===== src/rtl/vlt_pkg.sv =====
`timescale 1ns/1ps
package vlt_pkg;
    typedef enum logic [1:0] {
        OP_BEGIN  = 2'd0,
        OP_READ   = 2'd1,
        OP_WRITE  = 2'd2,
        OP_COMMIT = 2'd3
    } op_e;

    typedef enum logic [1:0] {
        RS_OK     = 2'd0,
        RS_COMMIT = 2'd1,
        RS_ABORT  = 2'd2
    } rsp_e;

    typedef enum logic [1:0] {
        ST_IDLE,
        ST_UNDO,
        ST_RELEASE
    } st_e;
endpackage


===== src/rtl/vlt_validator.sv =====
`timescale 1ns/1ps
// Checks one context's read log against the live metadata table.
module vlt_validator #(
    parameter int NENT = 16,
    parameter int LOGD = 8,
    parameter int VW   = 4,
    parameter int CW   = 1,
    parameter int IW   = 4,
    parameter int LW   = 4
) (
    input  logic [CW-1:0] ctx_id,
    input  logic          own    [NENT],
    input  logic [VW-1:0] val    [NENT],
    input  logic [LW-1:0] rl_cnt,
    input  logic [IW-1:0] rl_idx [LOGD],
    input  logic [VW-1:0] rl_ver [LOGD],
    input  logic          rl_bad [LOGD],
    input  logic [LW-1:0] wl_cnt,
    input  logic [IW-1:0] wl_idx [LOGD],
    input  logic [VW-1:0] wl_ver [LOGD],
    output logic          all_ok
);
    logic [LOGD-1:0] slot_ok;

    for (genvar i = 0; i < LOGD; i++) begin : g_slot
        logic [VW-1:0] held_ver;
        always_comb begin
            held_ver = '0;
            for (int j = 0; j < LOGD; j++)
                if (LW'(j) < wl_cnt && wl_idx[j] == rl_idx[i])
                    held_ver = wl_ver[j];
        end
        assign slot_ok[i] = (LW'(i) >= rl_cnt) ? 1'b1 :
                            rl_bad[i]          ? 1'b0 :
                            own[rl_idx[i]]     ? ((val[rl_idx[i]] == VW'(ctx_id)) &&
                                                  (held_ver == rl_ver[i])) :
                                                 (val[rl_idx[i]] == rl_ver[i]);
    end

    assign all_ok = &slot_ok;
endmodule


===== src/rtl/vlt_table.sv =====
`timescale 1ns/1ps
module vlt_table
    import vlt_pkg::*;
#(
    parameter int NCTX = 2,
    parameter int NENT = 16,
    parameter int LOGD = 8,
    parameter int AW   = 8,
    parameter int DW   = 16,
    parameter int VW   = 4,
    localparam int CW  = (NCTX > 1) ? $clog2(NCTX) : 1
) (
    input  logic          clk,
    input  logic          rst_n,
    input  logic          req_valid,
    output logic          req_ready,
    input  logic [1:0]    req_op,
    input  logic [CW-1:0] req_ctx,
    input  logic [AW-1:0] req_addr,
    input  logic [DW-1:0] req_wdata,
    output logic          rsp_valid,
    output logic [CW-1:0] rsp_ctx,
    output logic [1:0]    rsp_status,
    output logic [DW-1:0] rsp_data,
    output logic [AW-1:0] mem_raddr,
    input  logic [DW-1:0] mem_rdata,
    output logic          mem_we,
    output logic [AW-1:0] mem_waddr,
    output logic [DW-1:0] mem_wdata
);
    localparam int IW = $clog2(NENT);
    localparam int SW = $clog2(LOGD);
    localparam int LW = SW + 1;
    localparam logic [VW-1:0] VMAX = '1;
    localparam logic [LW-1:0] LFULL = LW'(LOGD);

    st_e           state_q, state_d;
    logic [CW-1:0] ab_ctx_q;

    logic          own_q [NENT];
    logic [VW-1:0] val_q [NENT];

    logic [IW-1:0] rl_idx_q  [NCTX][LOGD];
    logic [VW-1:0] rl_ver_q  [NCTX][LOGD];
    logic          rl_bad_q  [NCTX][LOGD];
    logic [LW-1:0] rl_cnt_q  [NCTX];
    logic [IW-1:0] wl_idx_q  [NCTX][LOGD];
    logic [VW-1:0] wl_ver_q  [NCTX][LOGD];
    logic [LW-1:0] wl_cnt_q  [NCTX];
    logic [AW-1:0] ul_addr_q [NCTX][LOGD];
    logic [DW-1:0] ul_old_q  [NCTX][LOGD];
    logic [LW-1:0] ul_cnt_q  [NCTX];
    logic          doom_q    [NCTX];
    logic          val_ok    [NCTX];

    // one validator per context, picked by the requester
    for (genvar c = 0; c < NCTX; c++) begin : g_val
        vlt_validator #(.NENT(NENT), .LOGD(LOGD), .VW(VW), .CW(CW), .IW(IW), .LW(LW)) u_val (
            .ctx_id (CW'(c)),
            .own    (own_q),
            .val    (val_q),
            .rl_cnt (rl_cnt_q[c]),
            .rl_idx (rl_idx_q[c]),
            .rl_ver (rl_ver_q[c]),
            .rl_bad (rl_bad_q[c]),
            .wl_cnt (wl_cnt_q[c]),
            .wl_idx (wl_idx_q[c]),
            .wl_ver (wl_ver_q[c]),
            .all_ok (val_ok[c])
        );
    end

    logic [IW-1:0] ridx;
    logic          hit_own, hit_other, rd_ok, wr_ok, cm_ok, accept, go_abort;
    logic [VW-1:0] self_ver;
    logic [LW-1:0] ul_top;

    assign mem_raddr = req_addr;
    assign req_ready = (state_q == ST_IDLE);
    assign accept    = req_valid && req_ready;
    assign ridx      = req_addr[IW-1:0];
    assign hit_own   = own_q[ridx] && (val_q[ridx] == VW'(req_ctx));
    assign hit_other = own_q[ridx] && !hit_own;
    assign rd_ok     = rl_cnt_q[req_ctx] < LFULL;
    assign wr_ok     = !hit_other && (ul_cnt_q[req_ctx] < LFULL) &&
                       (hit_own || wl_cnt_q[req_ctx] < LFULL);
    assign cm_ok     = !doom_q[req_ctx] && val_ok[req_ctx];
    assign go_abort  = accept && ((req_op == OP_READ   && !rd_ok) ||
                                  (req_op == OP_WRITE  && !wr_ok) ||
                                  (req_op == OP_COMMIT && !cm_ok));
    assign ul_top    = ul_cnt_q[ab_ctx_q] - 1'b1;

    // version saved when this context locked the entry
    always_comb begin
        self_ver = '0;
        for (int i = 0; i < LOGD; i++)
            if (LW'(i) < wl_cnt_q[req_ctx] && wl_idx_q[req_ctx][i] == ridx)
                self_ver = wl_ver_q[req_ctx][i];
    end

    // state register
    always_ff @(posedge clk or negedge rst_n) begin
        if (!rst_n) state_q <= ST_IDLE;
        else        state_q <= state_d;
    end

    always_comb begin
        state_d = state_q;
        unique case (state_q)
            ST_IDLE:    if (go_abort) state_d = ST_UNDO;
            ST_UNDO:    if (ul_cnt_q[ab_ctx_q] == '0) state_d = ST_RELEASE;
            ST_RELEASE: state_d = ST_IDLE;
            default:    state_d = ST_IDLE;
        endcase
    end

    // metadata and logs
    always_ff @(posedge clk or negedge rst_n) begin
        if (!rst_n) begin
            for (int e = 0; e < NENT; e++) begin
                own_q[e] <= 1'b0;
                val_q[e] <= '0;
            end
            for (int c = 0; c < NCTX; c++) begin
                rl_cnt_q[c] <= '0;
                wl_cnt_q[c] <= '0;
                ul_cnt_q[c] <= '0;
                doom_q[c]   <= 1'b0;
            end
            ab_ctx_q <= '0;
        end else begin
            unique case (state_q)
                ST_IDLE: if (accept) begin
                    ab_ctx_q <= req_ctx;
                    unique case (req_op)
                        OP_BEGIN: begin
                            rl_cnt_q[req_ctx] <= '0;
                            wl_cnt_q[req_ctx] <= '0;
                            ul_cnt_q[req_ctx] <= '0;
                            doom_q[req_ctx]   <= 1'b0;
                        end
                        OP_READ: if (rd_ok) begin
                            rl_idx_q[req_ctx][rl_cnt_q[req_ctx][SW-1:0]] <= ridx;
                            rl_ver_q[req_ctx][rl_cnt_q[req_ctx][SW-1:0]] <= hit_own ? self_ver : val_q[ridx];
                            rl_bad_q[req_ctx][rl_cnt_q[req_ctx][SW-1:0]] <= hit_other;
                            rl_cnt_q[req_ctx] <= rl_cnt_q[req_ctx] + 1'b1;
                        end
                        OP_WRITE: if (wr_ok) begin
                            if (!hit_own) begin
                                own_q[ridx] <= 1'b1;
                                val_q[ridx] <= VW'(req_ctx);
                                wl_idx_q[req_ctx][wl_cnt_q[req_ctx][SW-1:0]] <= ridx;
                                wl_ver_q[req_ctx][wl_cnt_q[req_ctx][SW-1:0]] <= val_q[ridx];
                                wl_cnt_q[req_ctx] <= wl_cnt_q[req_ctx] + 1'b1;
                            end
                            ul_addr_q[req_ctx][ul_cnt_q[req_ctx][SW-1:0]] <= req_addr;
                            ul_old_q[req_ctx][ul_cnt_q[req_ctx][SW-1:0]]  <= mem_rdata;
                            ul_cnt_q[req_ctx] <= ul_cnt_q[req_ctx] + 1'b1;
                        end
                        OP_COMMIT: if (cm_ok) begin
                            for (int i = 0; i < LOGD; i++) begin
                                if (LW'(i) < wl_cnt_q[req_ctx]) begin
                                    own_q[wl_idx_q[req_ctx][i]] <= 1'b0;
                                    val_q[wl_idx_q[req_ctx][i]] <= wl_ver_q[req_ctx][i] + 1'b1;
                                    if (wl_ver_q[req_ctx][i] == VMAX)
                                        for (int c = 0; c < NCTX; c++)
                                            for (int k = 0; k < LOGD; k++)
                                                if (c != int'(req_ctx) && LW'(k) < rl_cnt_q[c] &&
                                                    rl_idx_q[c][k] == wl_idx_q[req_ctx][i])
                                                    doom_q[c] <= 1'b1;
                                end
                            end
                            rl_cnt_q[req_ctx] <= '0;
                            wl_cnt_q[req_ctx] <= '0;
                            ul_cnt_q[req_ctx] <= '0;
                        end
                        default: ;
                    endcase
                end
                ST_UNDO: if (ul_cnt_q[ab_ctx_q] != '0) ul_cnt_q[ab_ctx_q] <= ul_top;
                ST_RELEASE: begin
                    for (int i = 0; i < LOGD; i++) begin
                        if (LW'(i) < wl_cnt_q[ab_ctx_q]) begin
                            own_q[wl_idx_q[ab_ctx_q][i]] <= 1'b0;
                            val_q[wl_idx_q[ab_ctx_q][i]] <= wl_ver_q[ab_ctx_q][i];
                        end
                    end
                    rl_cnt_q[ab_ctx_q] <= '0;
                    wl_cnt_q[ab_ctx_q] <= '0;
                    doom_q[ab_ctx_q]   <= 1'b0;
                end
                default: ;
            endcase
        end
    end

    // outputs
    always_ff @(posedge clk or negedge rst_n) begin
        if (!rst_n) begin
            rsp_valid  <= 1'b0;
            rsp_ctx    <= '0;
            rsp_status <= RS_OK;
            rsp_data   <= '0;
            mem_we     <= 1'b0;
            mem_waddr  <= '0;
            mem_wdata  <= '0;
        end else begin
            rsp_valid <= 1'b0;
            mem_we    <= 1'b0;
            unique case (state_q)
                ST_IDLE: if (accept && !go_abort) begin
                    rsp_valid  <= 1'b1;
                    rsp_ctx    <= req_ctx;
                    rsp_status <= (req_op == OP_COMMIT) ? RS_COMMIT : RS_OK;
                    rsp_data   <= mem_rdata;
                    if (req_op == OP_WRITE) begin
                        mem_we    <= 1'b1;
                        mem_waddr <= req_addr;
                        mem_wdata <= req_wdata;
                    end
                end
                ST_UNDO: if (ul_cnt_q[ab_ctx_q] != '0) begin
                    mem_we    <= 1'b1;
                    mem_waddr <= ul_addr_q[ab_ctx_q][ul_top[SW-1:0]];
                    mem_wdata <= ul_old_q[ab_ctx_q][ul_top[SW-1:0]];
                end
                ST_RELEASE: begin
                    rsp_valid  <= 1'b1;
                    rsp_ctx    <= ab_ctx_q;
                    rsp_status <= RS_ABORT;
                    rsp_data   <= '0;
                end
                default: ;
            endcase
        end
    end
endmodule


===== config.mk =====
export PLATFORM = sky130hd
export DESIGN_NAME = vlt_table
export DESIGN_NICKNAME = d
export VERILOG_FILES = /design/src/rtl/vlt_pkg.sv /design/src/rtl/vlt_validator.sv /design/src/rtl/vlt_table.sv
export SDC_FILE = /design/constraint.sdc
export NUM_CORES = 2
export LEC_CHECK = 0
export BUFFER_PORTS_ARGS = -buffer_cell sky130_fd_sc_hd__buf_4
export CORE_MARGIN = 2
export CORE_UTILIZATION = 55
export CTS_CLUSTER_DIAMETER = 30
export CTS_CLUSTER_SIZE = 40
export DETAILED_ROUTE_END_ITERATION = 8
export PLACE_DENSITY = 0.74
export SYNTH_ARGS = -nofsm -noshare
export SYNTH_HDL_FRONTEND = slang
export SYNTH_HIERARCHICAL = 1
export SYNTH_SLANG_ARGS = --single-unit

===== constraint.sdc =====
create_clock -name clk -period 5.2 [get_ports clk]
set_input_delay 1.04 -clock clk [delete_from_list [all_inputs] [get_ports clk]]
set_output_delay 1.04 -clock clk [all_outputs]
set_load 0.1 [all_outputs]

==> impl_summary.md, run 1 <==
Outcome
The run stopped with a tool error. It got as far as global routing and failed there. The tool reported: "[ERROR GRT-0232] Routing congestion too high. Check the congestion heatmap in the GUI".

Synthesis
The summed instance area of the synthesized netlist is 82500 um^2. The number of unique standard cell types used by synthesis is 126. The yosys synthesis warning count is 6.

The per-instance average area after synthesis is 9.36 um^2. The post-synthesis sequential area ratio is 28.5%. For this run, the leading register cell type out of synthesis is sky130_fd_sc_hd__edfxtp_1. The net count after synthesis is 8886. Counting flops and latches in the post-synthesis netlist gives 810. The proportion of register bits with asynchronous set or reset after synthesis is 19.0%. Yosys mapped a number of flops with a built-in enable equal to 656.

The number of cells produced by synthesis is 8822.

Placed design
The total of buffers placed on input and output ports is 99. The routability-driven placement congestion ratio is 1.38. The wire-length estimate of the detail-placed layout is 378000 um. The number of instances in the placed design is 12100.

The worst slack at placement is -1.24 ns.

Global routing
Global routing used 70.9% of the available tracks across all layers. The remaining global-route overflow is 2. Entering global routing, the biggest net connects 85 pins.

Floorplan
The starting density of the core is 55.2%. The number of top-level design ports is 100. The die width is 391 um. The die height is 391 um. The standard-cell row count is 142.

Clock tree
The maximum count of clock buffers along a single path is 3. The H-tree was split into 4 levels. The tree is rooted in a sky130_fd_sc_hd__clkbuf_16.

The number of hold buffers added after CTS was 0. The number of clock buffers added by TritonCTS is 165. The clock sink count is 810.
[synthesized netlist by cell type (all sizes together), types with 154 or more instances]
| master | count | area (um^2) |
|---|---|---|
| a211oi | 275 | 2110 |
| a21oi | 427 | 2150 |
| buf | 461 | 2710 |
| clkbuf | 297 | 1120 |
| dfrtp | 154 | 3850 |
| edfxtp | 656 | 19700 |
| mux2i | 410 | 4220 |
| mux4 | 383 | 8750 |
| nand2 | 639 | 2400 |
| nand3 | 346 | 1740 |
| nor2 | 621 | 2350 |
| nor3 | 309 | 1650 |
| o21ai | 424 | 2140 |
| xnor2 | 755 | 6610 |
| xor2 | 446 | 3910 |
[routing by layer]
layer,track usage [%],GRT overflow
met1,74.0,2
met2,87.2,0
met3,53.6,0
met4,65.3,0
met5,30.9,0
[per-stage QoR]
stage	TNS, ns	instance area [um^2]
2_1_floorplan	-5.96	82600
3_3_place_gp	-105.85	98300
3_5_place_dp	-107.07	98300
4_1_cts	-41.67	106000
[kinds of logic after synthesis]
| logic type | count (synthesis) | synth area share, % |
|---|---|---|
| AOI/OAI and AO/OA | 2310 | 19.5 |
| xor gates and xnor gates | 1201 | 12.8 |
| adders and majority gates | 18 | 0.273 |
| buffers and inverters | 859 | 5.10 |
| DFF | 810 | 28.5 |
| muxes | 890 | 17.0 |
| other | 2 | 0.00910 |
| and+or+nand+nor | 2732 | 16.8 |
[repair_timing]
action	in CTS
setup endpoints to repair	151
gates cloned	4
pin swaps	48
buffers inserted	41
gates resized for setup	223
==> run 2, diff against run 1 <==
--- a/config.mk
+++ b/config.mk
@@ -7,11 +7,9 @@
 export LEC_CHECK = 0
 export BUFFER_PORTS_ARGS = -buffer_cell sky130_fd_sc_hd__buf_4
 export CORE_MARGIN = 2
-export CORE_UTILIZATION = 55
-export CTS_CLUSTER_DIAMETER = 30
-export CTS_CLUSTER_SIZE = 40
+export CORE_UTILIZATION = 40
 export DETAILED_ROUTE_END_ITERATION = 8
-export PLACE_DENSITY = 0.74
+export PLACE_DENSITY_LB_ADDON = 0.15
 export SYNTH_ARGS = -nofsm -noshare
 export SYNTH_HDL_FRONTEND = slang
 export SYNTH_HIERARCHICAL = 1
==> constraint.sdc (replaced) <==
create_clock -name clk -period 6.76 [get_ports clk]
set_input_delay 1.352 -clock clk [delete_from_list [all_inputs] [get_ports clk]]
set_output_delay 1.352 -clock clk [all_outputs]
set_load 0.1 [all_outputs]
==> impl_summary.md, run 2 <==
Critical path
The data arrival time of the critical path is 7.44 ns. The timing startpoint of the critical path is wl_idx_q[0][30]$_DFFE_PP_. The kind of end point of the critical path is a flop. The critical-path maximum fanout is 9. The worst setup path is launched from a flop.

The classification of the worst setup path is reg -> reg. The startpoint of the most critical register-to-register path is wl_idx_q[0][30]$_DFFE_PP_. Data on the critical path is required at its endpoint by 7.39 ns. The most critical setup path has its endpoint at rl_cnt_q[0]$_DFFE_PN0P_.

The worst reg2reg path endpoint is rl_cnt_q[0]$_DFFE_PN0P_. The setup check on the worst reg-to-reg path leaves a slack of -0.05 ns. The number of cells on the worst reg-to-reg path is 20.

Clock tree
The tree is rooted in a sky130_fd_sc_hd__clkbuf_16. Buffers inserted during clock tree synthesis total 93. CTS built an H-tree with a depth of 3. The TritonCTS clock tree is yes.

The latest clock arrival within the worst-skew pair is 0.81 ns. After clock tree synthesis, the clock-pin slew on the worst setup and hold paths is 0.09 ns. The maximum count of clock buffers along a single path is 3. The clock sink count is 810.

Job
Max-cap violations in this run came to 3.

Global routing
Entering global routing, the biggest net connects 97 pins. The initial antenna violation count is 75. The global-route wire length before repair is 760000 um. The remaining global-route overflow is 0. The number of global-route vias before repair is 83300. The global router's overall resource usage is 53.3%.

STA
The post-route fraction of the period consumed by the critical path is 101%. For the pin with the worst max-slew slack, the measured transition is 1.55 ns. The clock arrives with 0.0928 ns of skew. The count of endpoints failing hold in the final timing report is 0.

Derived from the worst setup path, the maximum achievable clock frequency is 147 MHz. The worst slew slack as a fraction of its limit is -3.96%. For the final routed database, the setup TNS stands at -0.169 ns. The number of max-slew violations in the final report is 8. The time the worst path needs with I/O delays and setup is 6.81 ns. Across all setup checks in the final design, the least slack found is -0.0518 ns. Setup violations remaining at the end of the flow were counted as 4.

The post-route worst hold slack is 0.479 ns.

Power and ir drop
In this run the power density over the cells is 321 nW/um^2. Summing internal, switching and leakage power gives 30.4 mW. The leakage dissipation is 32.5 nW. VDD sags by at most 528 uV.

Detailed routing
The post-detailed-routing wire length is 579000 um. After the first detailed-routing iteration, the DRC count stood at 16800. The number of vias after detailed routing is 91200. The average wire per cell in the routed design is 48.1 um. Once detail routing completed, the nets flagged for antenna violations numbered 0. The number of remaining DRC errors is 0. After detailed routing, the number of vias per cell comes to 7.57. The pre-antenna-repair detailed-routing pass consisted of 9 iterations.

Placed design
The post-placement cell area is 91000 um^2. The congestion estimate from routability-driven global placement came to 1.19. At the placement stage, the worst setup path has a slack of -0.279 ns. The total of buffers placed on input and output ports is 99.

Summed over all nets, the half-perimeter wirelength after detailed placement is 439000 um.

Finish
Relative to the synthesized area, the layout overhead comes to 14.6%. The finished cells cover 94600 um^2. The register with the most flip-flops in the layout has 256 of them. The share of cells above drive strength 1 is 20.9%. Leaving out fill and tap cells, the most frequent cell in the layout is sky130_fd_sc_hd__buf_4. The number of nets in the layout is 9296. Summing all flip-flop and latch instances after layout gives 23600 um^2. In the final layout, the multi-input gates occupy 55300 um^2. The number of fill cells in the layout is 19600. In the layout the commonest cells are sky130_fd_sc_hd__buf_4 (1025), sky130_fd_sc_hd__xnor2_1 (752), sky130_fd_sc_hd__edfxtp_1 (656), sky130_fd_sc_hd__nand2_1 (635), sky130_fd_sc_hd__nor2_1 (600).

Floorplan
The die covers 210000 um^2. The floorplan has 166 rows. Pin placement for this block handled 100 I/O pins. The die width is 458 um. The core region is 205000 um^2. Measured along the y axis, the die boundary spans 458 um. The starting density of the core is 40.3%.

Synthesis
Each instance of the synthesized netlist takes up on average 9.36 um^2. The synthesized design contains 656 enable-type register cells. The cell with the most instances after synthesis is sky130_fd_sc_hd__xnor2_1. For this run, the number of Yosys warnings is 6. The post-synthesis register bit count is 810. The number of nets handed over by synthesis was 8886.

In this run the cell area of the synthesized design comes to 82500 um^2. Synthesis produced a netlist whose cell count is 8822. Ranked by total cell area, the synthesized netlist is headed by sky130_fd_sc_hd__edfxtp_1 (24%), sky130_fd_sc_hd__mux4_2 (9.6%), sky130_fd_sc_hd__xnor2_1 (8.0%), sky130_fd_sc_hd__xor2_1 (4.7%), sky130_fd_sc_hd__mux2i_1 (4.7%).

The area share of the largest cell type after synthesis is 23.9%. Sequential elements use 28.5% of the synthesized area. The netlist uses 126 different library cells. The proportion of register bits with asynchronous set or reset after synthesis is 19.0%. Ranked by instance count, the synthesized netlist is headed by sky130_fd_sc_hd__xnor2_1 (755), sky130_fd_sc_hd__edfxtp_1 (656), sky130_fd_sc_hd__nand2_1 (637). The leading area contributor after synthesis is sky130_fd_sc_hd__edfxtp_1. The primary flip-flop cell chosen by synthesis mapping is sky130_fd_sc_hd__edfxtp_1.

Outcome
The flow ran to the end, but the final reports show violations. The final reports fail on max-capacitance violations, max-slew violations, negative setup slack.

Worst hold path
The class of the tightest hold or removal check is in -> async.
run 2: stage by stage:
| stage | std cells | util (%) |
|---|---|---|
| floorplan | 8822 | - |
| global placement | 11800 | 44.4 |
| detailed placement | 11800 | 44.4 |
| CTS | 12000 | 46.0 |
| global route | 12000 | 46.2 |
| finish | 12000 | 46.2 |
run 2: cell type report:
| cell class | instances | area share, % |
|---|---|---|
| antenna | 45 | 0.119 |
| clock buffer | 120 | 2.67 |
| clock inverter | 54 | 0.783 |
| inverter | 101 | 0.401 |
| multi-input combinational | 7153 | 58.4 |
| sequential | 810 | 24.9 |
| tap | 2688 | 3.55 |
| timing repair buffer | 1073 | 9.14 |
run 2: logic make-up (layout without fill, tap and decap cells):
family                   Yosys count  in the layout  share of synthesized area [%]
adder cells (fa/ha/maj)           18             18                          0.273
buffers and inverters            859           1348                           5.10
XOR/XNOR                        1201           1201                           12.8
multiplexers                     890            890                           17.0
flip-flops                       810            810                           28.5
AND/OR/NAND/NOR                 2732           2732                           16.8
other                              2             47                        0.00910
AO/OA/AOI/OAI                   2310           2310                           19.5
run 2: what timing repair did:
action | in CTS | in global routing
hold buffers | 0 | 0
setup buffers | 0 | 17
setup endpoints to repair | 3 | 45
pin swaps | 0 | 1
resized for setup | 2 | 8
run 2: worst max-delay path, cell delays in order, from the launching register on:
cell,delay [ns]
sky130_fd_sc_hd__edfxtp_1,1.07
sky130_fd_sc_hd__xor2_1,0.25
sky130_fd_sc_hd__nor4_4,0.67
sky130_fd_sc_hd__o211ai_1,0.18
sky130_fd_sc_hd__a311oi_1,0.59
sky130_fd_sc_hd__o311ai_0,0.19
sky130_fd_sc_hd__o311ai_1,0.13
sky130_fd_sc_hd__buf_4,0.23
sky130_fd_sc_hd__nand4_1,0.18
sky130_fd_sc_hd__buf_4,0.19
sky130_fd_sc_hd__a311oi_1,0.28
sky130_fd_sc_hd__nor3b_2,0.24
sky130_fd_sc_hd__or3b_2,0.49
sky130_fd_sc_hd__a31oi_2,0.40
sky130_fd_sc_hd__o21ai_2,0.11
sky130_fd_sc_hd__buf_4,0.18
sky130_fd_sc_hd__nor2_1,0.36
sky130_fd_sc_hd__o21ai_0,0.40
sky130_fd_sc_hd__o21bai_1,0.30
sky130_fd_sc_hd__nand2_1,0.11
sky130_fd_sc_hd__o21ai_0,0.10
run 2: power breakdown:
part	internal, mW	switching [mW]	total (mW)
Clock	3.02	2.47	5.49
Combinational	5.76	11.1	16.8
Sequential	5.92	2.13	8.05
Total	14.7	15.7	30.4
run 2: worst min-delay path by stage:
stage,cells past startpoint,to,from,slack (ns)
detailed placement,2,rsp_status[1]$_DFFE_PN0P_,rsp_status[1]$_DFFE_PN0P_,0.50
finish,1,doom_q[1]$_DFFE_PN0P_,rst_n,0.48
CTS,1,doom_q[1]$_DFFE_PN0P_,rst_n,0.46
global placement,2,rsp_status[1]$_DFFE_PN0P_,rsp_status[1]$_DFFE_PN0P_,0.50
floorplan,2,doom_q[0]$_DFFE_PN0P_,doom_q[0]$_DFFE_PN0P_,0.46
global route,1,doom_q[1]$_DFFE_PN0P_,rst_n,0.48
run 2: routing by layer:
layer	up-vias	GRT usage [%]	part of all wire, %
met5	-	0.873	0.041
met4	32	49.8	12
met3	2661	22.8	14
met2	8792	73.9	40
met1	44900	61.2	34
li1	34800	-	-
Note: power is estimated with default switching activity, not from simulation.
